## src/rtl/dma_req_pkg.sv

```systemverilog
package dma_req_pkg;

  localparam int WM_W = 9;

  typedef struct packed {
    logic rxEligible;
    logic rxDonePending;
    logic txRetain;
  } ctlStrobes_t;

  function automatic logic [WM_W-1:0] wmBytes(input logic [1:0] code);
    case (code)
      2'd0:    return 9'd16;
      2'd1:    return 9'd64;
      2'd2:    return 9'd128;
      default: return 9'd256;
    endcase
  endfunction

endpackage

```

## src/rtl/dma_req_ctrl.sv

```systemverilog
module dma_req_ctrl
  import dma_req_pkg::*;
#(
  parameter int RUNT_BYTES = 64,
  parameter int SENT_W     = 11
) (
  input  logic              clk,
  input  logic              rst_n,
  input  logic              fullDuplex,
  input  logic              runtAccept,
  input  logic              rxSof,
  input  logic              rxByteIn,
  input  logic              rxFrameBad,
  input  logic              rxFrameDone,
  input  logic              rxDrained,
  input  logic              txActive,
  input  logic [SENT_W-1:0] txSentBytes,
  output ctlStrobes_t       strobes
);
  localparam int CNT_W = $clog2(RUNT_BYTES + 1);

  logic [CNT_W-1:0] rxCount;
  logic             rxKilled;
  logic             rxPending;
  logic             relaxed;
  logic             minReached;
  logic             gateOpen;

  assign relaxed    = fullDuplex | runtAccept;
  assign minReached = (rxCount == CNT_W'(RUNT_BYTES));
  assign gateOpen   = minReached & ~rxKilled;

  always_ff @(posedge clk) begin
    if (!rst_n) begin
      rxCount   <= '0;
      rxKilled  <= 1'b0;
      rxPending <= 1'b0;
    end else begin
      if (rxSof) begin
        rxCount  <= rxByteIn ? CNT_W'(1) : '0;
        rxKilled <= 1'b0;
      end else begin
        if (rxByteIn && !minReached) rxCount <= rxCount + 1'b1;
        if (rxFrameBad && !minReached) rxKilled <= 1'b1;
      end
      if (rxFrameDone && (relaxed || gateOpen)) rxPending <= 1'b1;
      else if (rxDrained)                       rxPending <= 1'b0;
    end
  end

  always_comb begin
    strobes.rxEligible    = relaxed | gateOpen;
    strobes.rxDonePending = rxPending;
    strobes.txRetain      = ~fullDuplex & txActive &
                            (txSentBytes < SENT_W'(RUNT_BYTES));
  end

  AST_SOF_CLEARS_KILL: assert property (@(posedge clk) disable iff (!rst_n)
    rxSof |=> !rxKilled);
  AST_SOF_RESTARTS_COUNT: assert property (@(posedge clk) disable iff (!rst_n)
    rxSof |=> (rxCount <= CNT_W'(1)));
  AST_LATE_BAD_NO_KILL: assert property (@(posedge clk) disable iff (!rst_n)
    (!rxSof && !rxKilled && minReached) |=> !rxKilled);
  AST_FULL_NO_RETAIN: assert property (@(posedge clk) disable iff (!rst_n)
    fullDuplex |-> !strobes.txRetain);

endmodule

```

## src/rtl/dma_req_path.sv

```systemverilog
module dma_req_path
  import dma_req_pkg::*;
#(
  parameter int FIFO_DEPTH = 512,
  parameter int RUNT_BYTES = 64,
  parameter int SENT_W     = 11,
  parameter int LVL_W      = $clog2(FIFO_DEPTH + 1)
) (
  input  logic              clk,
  input  logic              rst_n,
  input  logic [1:0]        txWmSel,
  input  logic [1:0]        rxWmSel,
  input  logic [LVL_W-1:0]  txFifoLevel,
  input  logic [LVL_W-1:0]  rxFifoLevel,
  input  logic [SENT_W-1:0] txSentBytes,
  input  ctlStrobes_t       strobes,
  output logic              rxDrained,
  output logic              txReq,
  output logic              rxReq
);
  localparam int RW    = $clog2(RUNT_BYTES);
  localparam int OCC_W = ((LVL_W > WM_W) ? LVL_W : WM_W) + 1;

  logic [WM_W-1:0]  txThr;
  logic [WM_W-1:0]  rxThr;
  logic [OCC_W-1:0] retainBytes;
  logic [OCC_W-1:0] occupied;
  logic [OCC_W-1:0] freeSpace;
  logic             txHit;
  logic             rxHit;

  assign txThr = wmBytes(txWmSel);
  assign rxThr = wmBytes(rxWmSel);

  always_comb begin
    retainBytes = strobes.txRetain ? OCC_W'(txSentBytes[RW-1:0]) : '0;
    occupied    = OCC_W'(txFifoLevel) + retainBytes;
    freeSpace   = (occupied >= OCC_W'(FIFO_DEPTH)) ? '0
                                                   : OCC_W'(FIFO_DEPTH) - occupied;
    txHit       = (freeSpace >= OCC_W'(txThr));
    rxHit       = (OCC_W'(rxFifoLevel) >= OCC_W'(rxThr));
    rxDrained   = (rxFifoLevel == '0);
  end

  always_ff @(posedge clk) begin
    if (!rst_n) begin
      txReq <= 1'b0;
      rxReq <= 1'b0;
    end else begin
      txReq <= txHit;
      rxReq <= (strobes.rxEligible & rxHit) | (strobes.rxDonePending & ~rxDrained);
    end
  end

  AST_RX_NEEDS_CAUSE: assert property (@(posedge clk) disable iff (!rst_n)
    rxReq |-> $past(strobes.rxEligible || strobes.rxDonePending));
  AST_DRAINED_DROPS: assert property (@(posedge clk) disable iff (!rst_n)
    rxDrained |=> !rxReq);
  AST_TX_FULL_NO_REQ: assert property (@(posedge clk) disable iff (!rst_n)
    (txFifoLevel > LVL_W'(FIFO_DEPTH - 16)) |=> !txReq);

endmodule

```

## src/rtl/duplex_dma_request.sv

```systemverilog
module duplex_dma_request
  import dma_req_pkg::*;
#(
  parameter int FIFO_DEPTH = 512,
  parameter int RUNT_BYTES = 64,
  parameter int SENT_W     = 11,
  parameter int LVL_W      = $clog2(FIFO_DEPTH + 1)
) (
  input  logic              clk,
  input  logic              rst_n,
  input  logic              fullDuplex,
  input  logic              runtAccept,
  input  logic [1:0]        txWmSel,
  input  logic [1:0]        rxWmSel,
  input  logic [LVL_W-1:0]  txFifoLevel,
  input  logic [LVL_W-1:0]  rxFifoLevel,
  input  logic              txActive,
  input  logic [SENT_W-1:0] txSentBytes,
  input  logic              rxSof,
  input  logic              rxByteIn,
  input  logic              rxFrameBad,
  input  logic              rxFrameDone,
  output logic              txReq,
  output logic              rxReq
);
  ctlStrobes_t strobes;
  logic        rxDrained;

  dma_req_ctrl #(.RUNT_BYTES(RUNT_BYTES), .SENT_W(SENT_W)) u_ctrl (
    .clk(clk), .rst_n(rst_n), .fullDuplex(fullDuplex), .runtAccept(runtAccept),
    .rxSof(rxSof), .rxByteIn(rxByteIn), .rxFrameBad(rxFrameBad),
    .rxFrameDone(rxFrameDone), .rxDrained(rxDrained), .txActive(txActive),
    .txSentBytes(txSentBytes), .strobes(strobes)
  );

  dma_req_path #(.FIFO_DEPTH(FIFO_DEPTH), .RUNT_BYTES(RUNT_BYTES),
                 .SENT_W(SENT_W), .LVL_W(LVL_W)) u_path (
    .clk(clk), .rst_n(rst_n), .txWmSel(txWmSel), .rxWmSel(rxWmSel),
    .txFifoLevel(txFifoLevel), .rxFifoLevel(rxFifoLevel),
    .txSentBytes(txSentBytes), .strobes(strobes), .rxDrained(rxDrained),
    .txReq(txReq), .rxReq(rxReq)
  );

endmodule

```

## config.mk

```make
export PLATFORM = sky130hd
export DESIGN_NAME = duplex_dma_request
export DESIGN_NICKNAME = d
export VERILOG_FILES = /design/src/rtl/dma_req_pkg.sv /design/src/rtl/dma_req_ctrl.sv /design/src/rtl/dma_req_path.sv /design/src/rtl/duplex_dma_request.sv
export SDC_FILE = /design/constraint.sdc
export NUM_CORES = 1
export LEC_CHECK = 0
export BUFFER_PORTS_ARGS = -buffer_cell sky130_fd_sc_hd__buf_2
export CORE_MARGIN = 8
export CORE_UTILIZATION = 56
export DETAILED_ROUTE_END_ITERATION = 10
export GPL_ROUTABILITY_DRIVEN = 0
export GPL_TIMING_DRIVEN = 0
export PLACE_DENSITY_LB_ADDON = 0.15
export SLEW_MARGIN = 10
export SYNTH_ARGS = -nofsm -noshare
export SYNTH_HDL_FRONTEND = slang
export SYNTH_SLANG_ARGS = --single-unit
```

## constraint.sdc

```tcl
create_clock -name clk -period 9.2 [get_ports clk]
set_input_delay 0.46 -clock clk [delete_from_list [all_inputs] [get_ports clk]]
set_output_delay 0.46 -clock clk [all_outputs]
set_load 0.005 [all_outputs]
```

### Word-level counts from Yosys, hierarchy flattened

Index checks and enable logic that the tools add are counted.

* magnitude comparators: 4
* add/subtract/negate cells: 3
* reduce and logical (&&, ||, !) cells: 11
* bitwise logic cells: 12
* equal/unequal tests: 5
* mux-type cells: 9

Operators with widths (count)
* $pmux W9 S3: 2
* $mux W7: 2
* $add A10 B11 Y11: 1
* $ge A11 B10 Y1 const B: 1
* $ge A11 B9 Y1: 1
* $lt A11 B7 Y1 const B: 1
* $mux W11: 1
* $sub A10 B11 Y11 const A: 1
* $ge A10 B9 Y1: 1
* $logic_not A10 Y1: 1
* $add A7 B1 Y7 const B: 1
* $eq A7 B7 Y1 const B: 1
* $mux W6: 1
* $and A1 B1 Y1: 5
* $eq A2 B1 Y1 const B: 2
* $eq A2 B2 Y1 const B: 2
* $logic_not A2 Y1: 2
* $not A1 Y1: 4
* $reduce_bool A2 Y1: 2
* $logic_and A1 B1 Y1: 3
* $mux W1: 3
* $or A1 B1 Y1: 3
* $reduce_or A2 Y1: 1
* $logic_not A1 Y1: 1
* $logic_or A1 B1 Y1: 1

* input bits: 44
* output and inout port bits: 2
* logic and storage cells: 49
* bits in registers: 11

### Depth between registers and ports, before layout

* word-level depth: 8
* gate-level depth with buffers: 20
* mapped depth without buffers: 20

### Modules after synthesis

A second synthesis with hierarchy kept.

* cell total of the unflattened synthesis: 203
* area total of the unflattened synthesis: 1621.6 µm²

By module, submodules not included
* dma_req_path: times used 1, seq. area each 40.0 µm², cells an instance 144, area each 1114.8 µm²
* dma_req_ctrl: times used 1, seq. area each 180.2 µm², cells an instance 59, area each 506.7 µm²

### Least setup slack after synthesis

OpenSTA, ideal clock, no wires.

* path kind: input -> register
* start: in txSentBytes[10]
* end: reg u_path.txReq
* library setup time: 0.123 ns
* data required time: 9.077 ns
* cell stages on the path: 19
* arrival: 4.977 ns
* path buffers: 1
* setup slack: 4.100 ns
* cells stage by stage: or4_1 nor4b_1 and2_1 ha_1 buf_2 or3b_2 o21ai_0 or4_4 or4_4 a2111oi_0 nor2b_1 nor2_1 ha_1 o211a_1 nand3_1 a21oi_1 a211oi_1 a41oi_1 a311o_2

* word-level cells in the longest chain between the ends: 7
* elaborated cells on any way between the ends: 8
* those cells by class: add/sub (2); order compare (3); mux (2); bitwise (1)

Ends and longest elaborated chain
* start, declared: line duplex_dma_request.sv:18 `input logic [SENT_W-1:0] txSentBytes,`
* $lt A11 B7 Y1 *: line dma_req_ctrl.sv:55 `(txSentBytes < SENT_W'(RUNT_BYTES));`
* $and A1 B1 Y1 *: line dma_req_ctrl.sv:54 `strobes.txRetain = ~fullDuplex & txActive &`
* $mux W6 *: line dma_req_path.sv:36 `retainBytes = strobes.txRetain ? OCC_W'(txSentBytes[RW-1:0]) : '0;`
* $add A10 B11 Y11 *: line dma_req_path.sv:37 `occupied = OCC_W'(txFifoLevel) + retainBytes;`
* $sub A10 B11 Y11 or $ge A11 B10 Y1 (tied branches): line dma_req_path.sv:39, dma_req_path.sv:38
* $mux W11 *: line dma_req_path.sv:38 `freeSpace = (occupied >= OCC_W'(FIFO_DEPTH)) ? '0`
* $ge A11 B9 Y1 *: line dma_req_path.sv:40 `txHit = (freeSpace >= OCC_W'(txThr));`
* end signal, assigned: line dma_req_path.sv:50 `txReq <= txHit;`
* end, declared: line dma_req_path.sv:18 `output logic txReq,`

Mark *: on every way between the ends. The rest lies on a longest branch, timed or not.
A chain may end at the register's enable or synchronous reset.

### Worst setup path in the final report

Ends and elaborated chain as after synthesis.

==> results.yml <==
finish:
  areaGrowthSynthToFinish_pct: 19.1
  drive_gt1_share_pct: 24.4
  finalNonFillerCells: 276
  regArea_um2: 220
  multi_input_area_um2: 1210
  antenna_cells: 0
  final_common_cell: "buf_2"
  final_nets: 309
  final_cell_mix: "45 x buf_2, 22 x nor2_1, 17 x ha_1"
  final_area_um2: 1770
  fillers: 234
placement:
  dp_cells: 272
  placed_area_um2: 1750
  io_buffers: 44
  dp_hpwl_um: 3040
cts:
  cts_inserted_buffers: 3
  post-cts-setup-buffers: 0
  clock_latency_ns: 0.26
  cts_resized: 0
  htreeDepth: 1
  clkTransAtPathRegs_ns: 0.07
  clockBufferDepth: 2
  cts_tree: "yes"
  hold_buffers: 0
  clockRootBuffer: "clkbuf_4"
  clock_sink_count: 11
critical_path:
  critPathKind: "primary input to flip-flop"
  endpoint_kind: "flip-flop"
  cp_data_arrival_time_ns: 5.80
  critPathLaunchType: "primary input"
  reg2reg_depth: 5
  required_ns: 9.34
  critPathMaxFanout: 6
timing:
  rsz0062_at_grt: "false"
  holdWs_ns: 0.431
  finalCritPeriodShare_pct: 61.4
  finalCriticalPeriod_ns: 5.65
  tightest_slew_ns: 0.746
  drv_slew: 0
  fmax_ghz: 0.177
  hold_viol_final: 0
  fin_skew_ns: 0.00555
  setup_violations: 0
  max-slew-margin-rel_pct: 49.6
  tns_ns: 0
logic_synthesis:
  synthAdderAreaFrac_pct: 15.6
  yosysSeqAreaShare_pct: 14.8
  syn_nets: 260
  synth_xor_xnor_area_share_pct: 5.89
  syn_area_um2: 1490
  ys_seq_elements: 11
  synth_compound_area_share_pct: 26.0
  synth_mux_area_share_pct: 0
  synth_edf_count: 0
  synth_cell_types: 53
  synth_simple_gate_area_share_pct: 34.1
  synth_area_per_cell_um2: 7.51
  synthFlopType: "dfxtp_1"
  synth_top_family_by_area: "simple AND/OR/NAND/NOR gates"
  yosysWarnings: 0
  syn_inst: 198
  async_reset_ff_share_pct: 0
power:
  pwr-share-seq_pct: 39.5
  pwr-share-clk_pct: 25.2
  power_density_nw_per_um2: 72.0
  power.leakage_nw: 0.732
  peakVddDrop_v: 0.0000686
  p_sw_share_pct: 30.5
  p_sw_mw: 0.0389
  p_int_mw: 0.0887
  power.total_mw: 0.128
  p_comb_share_pct: 35.3
route:
  final_antenna_net_count: 0
  dr.pass1.iters: 4
  drt_iter0_markers: 107
  wl_um: 3550
  vias: 1613
  avgRoutedWirePerCell_um: 12.9
  via_per_inst: 5.84
  drcViolationCount: 0
global_routing:
  grt_max_degree: 11
  grt_pass1_vias: 1555
  grt-ovfl-total: 0
  grt.total_usage_pct: 16.2
  grt_pass1_wl_um: 6180
  antenna_found_initial: 0
floorplanning:
  die_h_um: 67.5
  die_area_um2: 4560
  fp.coreArea_um2: 2500
  start_util_pct: 59.5
  row_count: 18
  die_w_um: 67.5
  ioPinCount: 46
min_path:
  hold_depth: 3
  hold_class: "primary input to flip-flop"
run_status:
  status: "finished clean"
job:
  maxCapViolCount: 0
[critical path: stages]
cell,delay [ns]
buf_2,0.09
or4_1,0.51
nor4b_1,0.64
and2_1,0.26
ha_1,0.25
a211oi_1,0.53
o21ba_2,0.28
o21ai_0,0.11
or4_4,0.58
a2111oi_0,0.45
nor2b_1,0.13
nor2_1,0.16
ha_1,0.26
o211a_1,0.25
nand3_1,0.09
a21oi_1,0.05
a211oi_1,0.24
a41oi_1,0.14
a311o_2,0.33
[cell families (layout without fill, tap and decap cells)]
logic type / Yosys count / after routing
and+or+nand+nor: 90 / 90
AOI/OAI and AO/OA: 55 / 55
adders and majority gates: 18 / 18
buffers and inverters: 14 / 62
DFF: 11 / 11
xor gates and xnor gates: 10 / 10
[layer usage]
metal	track usage [%]	share of wire, %
met1	17.8	43
met2	31.5	53
met3	1.49	3.3
met4	5.22	0.28
met5	0	0
[flip-flops by register name, indices dropped and copies added (netlist names)]
register and cells:
u_ctrl.rxKilled 1, u_ctrl.rxPending 1, u_ctrl.rxCount 7, u_path.txReq 1, u_path.rxReq 1
[metrics by stage]
stage	worst slack, ns	utilization, %
4_1_cts	3.57	70.9
3_3_place_gp	3.37	69.8
2_1_floorplan	4.10	-
6_report	3.55	70.9
5_1_grt	3.05	70.9
3_5_place_dp	3.29	69.8
[synthesized netlist by cell type, drive strengths merged (2+ instances only)]
cell     n  share of area, %
nand4    3               1.3
nand2b  10               4.2
nor2b    3               1.3
dfxtp   11                15
nand3b   2               1.0
o21ai   11               3.7
or3b     2               1.2
or2      3               1.3
and2     6               2.5
a21oi   11               3.7
o211ai   3               1.5
a211oi   7               3.5
inv     12               3.0
nand3    3               1.0
nor3     6               2.0
ha      17                14
or4      4               2.5
nor4     5               2.1
or3      2              0.84
nor2    22               5.6
a211o    2               1.2
xor2     6               3.5
xnor2    4               2.4
o211a    2               1.3
a21o     2               1.0
o21ba    2               1.3
nand2   11               2.8
a31oi    2              0.84
[power groups by stage]
stage	clock, mW	sequential, mW	combinational (mW)
4_1_cts	0.0329	0.0504	0.0452
5_1_grt	0.0355	0.0507	0.0507
3_3_place_gp	0	0.0514	0.0437
6_report	0.0322	0.0504	0.0450
2_1_floorplan	0	0.0516	0.0272
3_5_place_dp	0	0.0515	0.0449
[layout make-up]
type / count / area share [%]
plain buffers: 2 / 0.494
clock buffers: 4 / 1.48
inverters: 12 / 2.54
multi-input cells: 173 / 68.5
flip-flops and latches: 11 / 12.4
well taps: 30 / 2.12
repair buffers: 44 / 12.4
[path summary, 6_finish.rpt]
path | startpoint | end | slack (ns)
setup reg to reg | u_ctrl.rxCount[2]$_SDFFE_PN0P_ | u_path.rxReq$_SDFF_PN0_ | 7.70
setup / recovery | txSentBytes[10] | u_path.txReq$_SDFF_PN0_ | 3.55
hold / removal | rxFrameBad | u_ctrl.rxKilled$_SDFFE_PP0P_ | 0.43
hold reg to reg | u_ctrl.rxKilled$_SDFFE_PP0P_ | u_ctrl.rxKilled$_SDFFE_PP0P_ | 0.47
(Power assumes the default switching activity.)
